<file path="config.mk">
export PLATFORM = sky130hd
export DESIGN_NAME = pirq_rate_gen
export DESIGN_NICKNAME = d
export VERILOG_FILES = /design/src/rtl/pirq_pkg.sv /design/src/rtl/pirq_rate_decode.sv /design/src/rtl/pirq_prescaler.sv /design/src/rtl/pirq_flag_fsm.sv /design/src/rtl/pirq_rate_gen.sv
export SDC_FILE = /design/constraint.sdc
export NUM_CORES = 1
export LEC_CHECK = 0
export BUFFER_PORTS_ARGS = -buffer_cell sky130_fd_sc_hd__buf_2
export CORE_UTILIZATION = 50
export DETAILED_ROUTE_END_ITERATION = 6
export PLACE_DENSITY = 0.76
export SYNTH_ARGS = -nofsm -noshare
export SYNTH_HDL_FRONTEND = slang
export SYNTH_SLANG_ARGS = --single-unit
</file>
<file path="constraint.sdc">
create_clock -name clk -period 2.85 [get_ports clk]
set_input_delay 0.855 -clock clk [delete_from_list [all_inputs] [get_ports clk]]
set_output_delay 0.855 -clock clk [all_outputs]
set_load 0.01 [all_outputs]
</file>
<file path="src/rtl/pirq_pkg.sv">
package pirq_pkg;

    localparam int unsigned CODE_W = 4;

    typedef enum logic {
        ST_QUIET  = 1'b0,
        ST_RAISED = 1'b1
    } pirq_state_e;

    // Codes 1 and 2 select the slow rates of codes 8 and 9.
    function automatic logic [CODE_W-1:0] fold_code(input logic [CODE_W-1:0] c);
        logic [CODE_W-1:0] r;
        if (c == 4'd1)
            r = 4'd8;
        else if (c == 4'd2)
            r = 4'd9;
        else
            r = c;
        return r;
    endfunction

endpackage

</file>
<file path="src/rtl/pirq_rate_decode.sv">
module pirq_rate_decode
    import pirq_pkg::*;
#(
    parameter int unsigned CNT_W = 15
) (
    input  logic [CODE_W-1:0] code_i,
    input  logic              en_i,
    output logic              active_o,
    output logic [CNT_W-1:0]  mask_o
);

    logic [CODE_W-1:0] eff_code;

    always_comb begin
        eff_code = fold_code(code_i);
        active_o = en_i && (code_i != '0);
    end

    // Low (eff_code - 1) bits of the mask are set: period minus one.
    for (genvar g = 0; g < CNT_W; g++) begin : g_mask
        assign mask_o[g] = (int'(eff_code) > (g + 1));
    end

endmodule

</file>
<file path="src/rtl/pirq_prescaler.sv">
module pirq_prescaler #(
    parameter int unsigned CNT_W = 15
) (
    input  logic             clk,
    input  logic             rst_n,
    input  logic             tick_i,
    input  logic             active_i,
    input  logic [CNT_W-1:0] mask_i,
    output logic [CNT_W-1:0] count_o,
    output logic             hit_o
);

    logic [CNT_W-1:0] count_q;
    logic [CNT_W-1:0] count_nxt;

    always_comb begin
        count_nxt = count_q + {{(CNT_W-1){1'b0}}, 1'b1};
        hit_o     = tick_i && active_i && ((count_nxt & mask_i) == '0);
    end

    always_ff @(posedge clk) begin
        if (!rst_n)
            count_q <= '0;
        else if (tick_i)
            count_q <= count_nxt;
    end

    assign count_o = count_q;

endmodule

</file>
<file path="src/rtl/pirq_flag_fsm.sv">
module pirq_flag_fsm
    import pirq_pkg::*;
(
    input  logic clk,
    input  logic rst_n,
    input  logic fire_i,
    input  logic ack_i,
    output logic pf_o,
    output logic irqf_o,
    output logic irq_o
);

    pirq_state_e state_q;
    pirq_state_e state_d;

    always_comb begin
        state_d = state_q;
        unique case (state_q)
            ST_QUIET: begin
                if (fire_i)
                    state_d = ST_RAISED;          // T_FIRE
            end
            ST_RAISED: begin
                if (fire_i)
                    state_d = ST_RAISED;          // T_HOLD
                else if (ack_i)
                    state_d = ST_QUIET;           // T_ACK
            end
            default: state_d = ST_QUIET;
        endcase
    end

    always_ff @(posedge clk) begin
        if (!rst_n)
            state_q <= ST_QUIET;
        else
            state_q <= state_d;
    end

    always_comb begin
        pf_o   = 1'b0;
        irqf_o = 1'b0;
        irq_o  = 1'b0;
        unique case (state_q)
            ST_QUIET: ;
            ST_RAISED: begin
                pf_o   = 1'b1;
                irqf_o = 1'b1;
                irq_o  = 1'b1;
            end
            default: ;
        endcase
    end

endmodule

</file>
<file path="src/rtl/pirq_rate_gen.sv">
module pirq_rate_gen
    import pirq_pkg::*;
#(
    parameter int unsigned CNT_W = 15
) (
    input  logic              clk,
    input  logic              rst_n,
    input  logic              tick32k_i,
    input  logic [CODE_W-1:0] rate_code_i,
    input  logic              pie_en_i,
    input  logic              stat_rd_i,
    output logic              pf_o,
    output logic              irqf_o,
    output logic              irq_o
);

    logic             rate_active;
    logic [CNT_W-1:0] rate_mask;
    logic [CNT_W-1:0] tick_cnt;
    logic             period_hit;

    pirq_rate_decode #(.CNT_W(CNT_W)) u_decode (
        .code_i   (rate_code_i),
        .en_i     (pie_en_i),
        .active_o (rate_active),
        .mask_o   (rate_mask)
    );

    pirq_prescaler #(.CNT_W(CNT_W)) u_presc (
        .clk      (clk),
        .rst_n    (rst_n),
        .tick_i   (tick32k_i),
        .active_i (rate_active),
        .mask_i   (rate_mask),
        .count_o  (tick_cnt),
        .hit_o    (period_hit)
    );

    pirq_flag_fsm u_fsm (
        .clk    (clk),
        .rst_n  (rst_n),
        .fire_i (period_hit),
        .ack_i  (stat_rd_i),
        .pf_o   (pf_o),
        .irqf_o (irqf_o),
        .irq_o  (irq_o)
    );

endmodule

</file>
==> summary.md <==
| Metric | Value |
|---|---|
| Sequential share of the synthesized area | 27.2% |
| CP Launch Type | primary input |
| First-pass GRT wire length | 3660 µm |
| Die H | 49.0 µm |
| Vias in the first global route | 875 |
| Worst reg2reg path depth | 6 |
| Core Region | 0.00202 mm² |
| Top layer in use | met4 |
| Layout area overhead | 4.19% |
| Post-CTS Resized | 0 |
| Delay of the slowest cell on the worst path | 0.28 ns |
| Final core occ | ~57% |
| Hold-critical path endpoint | u_fsm.state_q$_SDFF_PN0_ |
| RR Endpoint | u_fsm.state_q$_SDFF_PN0_ |
| Worst Hold Launch | u_fsm.state_q$_SDFF_PN0_ |
| Cts bufs inserted | 3 |
| FILL cells | 191 |
| Site Rows | 16 |
| Antenna violations before repair | 0 |
| Placed cells | 160 |
| Die area | 0.00240 mm² |
| HPWL Detailed | 1560 µm |
| Setup violators final | 0 |
| Ys Warns | 0 |
| Top Family by Delay on Critical Path | compound AO/OA/AOI/OAI gates |
| Fin area | around 0.0011 mm² |
| Syn_nets | 143 |
| H-tree levels | 1 |
| Cell variety after synth | 45 |
| Synthesized flop and latch total | 15 |
| Final hold violations | 0 |
| N_diodes | 0 |
| Post-synth top area cell | dfxtp_1 |
| Initial Util | between 50% and 60% |
| Worst Path Required | around 3.1 ns |
| Max Cap Viol | 0 |
| Worst-Skew Late Latency | between 0.2 and 0.3 ns |
| Hold depth | 2 |
| Power Total | 380 µW |
| Vias | 930 |
| Leak | 0.000393 µW |
| Critical path data arrival time | between 2 and 2.5 ns |
| Worst path bufs/invs | 1 |
| Clk sink count | 15 |
| Hold Crit Class | reg2reg |
| Fraction of registers with async set/reset | 0% |
| Dpl cell area | around 0.0011 mm² |
| WL final | 2080 µm |
| CTS root buf | clkbuf_4 |
| Iter 0 DRT Violations | 25 |
| Final period util | approximately two thirds |
| Setup TNS | 0 ns |
| P per Cell Area | 331 mW/mm² |
| Number of setup buffers added after CTS | 0 |
| CP max FO | 10 |
| Maximum VDD drop | 0.265 mV |
| Fmax | 0.511 GHz |
| Fin. max-slew vios | 0 |
| RSZ-0062 raised after global routing | no |
| Dominant synthesized flop cell | dfxtp_1 |
| Vias per inst | ~5.7 |
| Min Tclk post-route | 1.96 ns |
| Crit. End Element | register |
| CP max-delay cell | nor4_1 |
| Ratio of cells with drive above 1 in the final layout | 17.5% |
| Non-filler instance count after layout | 164 |
| Top cell type's share of synthesized area | 27.2% |
| WL met1 | 1020 µm |
| Met3 WL post-DR | about 55 µm |
| Metal2 WL | 963 µm |
| Synth area leaders | dfxtp_1 (27%), xnor2_1 (12%), and2_1 (5.7%), xor2_1 (4.0%), buf_4 (3.4%) |
| Reg clk slew, reported paths | 0.08 ns |
| CTS tree | yes |
| First-pass detailed-route iteration total | 4 |
| Antenna-violating nets left | 0 |
| Remaining global-route overflow | 0 |
| Gpl congestion | approximately 0.85 |
| Num ports | 12 |
| Mapped Cells | 133 |
| Normalized max-slew margin | about three quarters |
| Drt drc | 0 |
| Post-synthesis cell area | ~0.0011 mm² |
| Clock skew | 0.00773 ns |
| Syn Area/Cell | just over 8 µm² |
| Post-synth EDFFs | 0 |
| Slew of the pin with the lowest slew margin | 0.358 ns |
| IO buf count | 11 |
| Layout Nets | 148 |
| Flop2flop setup slack | 0.92 ns |
| Status | completed |
| Hold-fix buffers, CTS | 0 |
| Max Buffers Root-to-Sink | 2 |
| WL/cell | about 13 µm |
| Reg2reg start | u_presc.count_o[2]$_SDFFE_PN0P_ |
| WS Path Type | in2reg |
| Die Wd | 49.0 µm |
| Largest net degree at the start of global routing | 17 |
| Cell Chain, Critical Path | buf_2, xor2_1, a21oi_1, a211oi_1, nor4_1, nand4_1, o32ai_2 |
| CP Launch Point | rate_code_i[1] |
| Gr usage total | 19.7% |
-- worst max path at each step --
stage                                            end  slack (ns)  cells after the start
CTS                         u_fsm.state_q$_SDFF_PN0_        0.88                      7
finish                      u_fsm.state_q$_SDFF_PN0_        0.89                      7
detailed placement          u_fsm.state_q$_SDFF_PN0_        0.59                      7
global placement            u_fsm.state_q$_SDFF_PN0_        0.66                      7
floorplan                   u_fsm.state_q$_SDFF_PN0_        0.75                      7
global route        u_presc.count_o[12]$_SDFFE_PN0P_        0.75                      6
-- state kept, by name (all words and copies together) (netlist names) --
| signal | cells |
|---|---|
| u_presc.count_o | 14 |
| u_fsm.state_q | 1 |
-- cell usage in the layout, fill, tap and decap left out, types with 2 or more instances in the layout --
| cell | count |
|---|---|
| buf_2 | 11 |
| and2_1 | 10 |
| clkbuf_4 | 3 |
| nand3_2 | 2 |
| nand3_1 | 7 |
| or3_1 | 3 |
| nand4_1 | 6 |
| a21boi_0 | 2 |
| nand2_1 | 10 |
| nor4_1 | 2 |
| nor3b_1 | 2 |
| o21ai_0 | 4 |
| nor2b_1 | 2 |
| and3_1 | 2 |
| a31oi_1 | 2 |
| nor3_1 | 2 |
| xnor2_1 | 15 |
| nor2_1 | 7 |
| a21oi_1 | 3 |
| xor2_1 | 5 |
| dfxtp_1 | 15 |
-- worst reg2reg max path: stages, from the launching register on --
cell     delay, ns
dfxtp_1       0.47
and3_1        0.42
nand4_1       0.16
xor2_1        0.20
nor2_1        0.06
o31a_1        0.29
o32ai_2       0.24
-- kinds of logic (layout without fill, tap and decap cells) --
logic type                 Yosys count  after routing  share of synthesized area [%]
and+or+nand+nor                     62             62                           33.3
AOI/OAI and AO/OA                   21             21                           13.8
xor gates and xnor gates            20             20                           15.9
DFF                                 15             15                           27.2
buffers and inverters               12             16                           6.69
muxes                                2              2                           1.93
adders and majority gates            1              1                           1.13
-- stage by stage --
step | setup slack (ns) | hold slack [ns]
after floorplan | 0.748 | 0.489
after global placement | 0.660 | 0.495
after detailed placement | 0.592 | 0.509
after CTS | 0.885 | 0.521
after global routing | 0.745 | 0.545
final | 0.895 | 0.518
-- cells in the mapped netlist (3+ instances only) --
cell type / count
nand3_1: 7
a21oi_1: 3
buf_4: 5
o21ai_0: 4
xor2_1: 5
dfxtp_1: 15
or3_1: 3
nand2_1: 10
and2_1: 10
nor2_1: 7
xnor2_1: 15
nand4_1: 6
-- final cells by class --
cell class                      instances  area [µm²]  area share, %
Clock buffer                            3        22.5           1.96
Clock inverter                          1        5.00          0.435
Inverter                                1        3.75          0.326
Multi-Input combinational cell        106         729           63.4
Sequential cell                        15         300           26.1
Tap cell                               27        33.8           2.94
Timing Repair Buffer                   11        55.1           4.79
-- where the power goes --
part / switching [µW] / total, µW / leakage [µW] / internal, µW
Combinational: 22.8 / 40.2 / 0.000254 / 17.4
Clock: 70.9 / 123 / 0.0000177 / 52.3
Sequential: 4.00 / 217 / 0.000121 / 213
-- layer usage --
metal | vias to the layer above | global-route usage, %
li1 | 486 | -
met1 | 427 | 24.4
met2 | 12 | 33.8
met3 | 5 | 1.87
met4 | 0 | 10.3
met5 | - | 0
No activity file was read; power rests on OpenSTA's default activity.
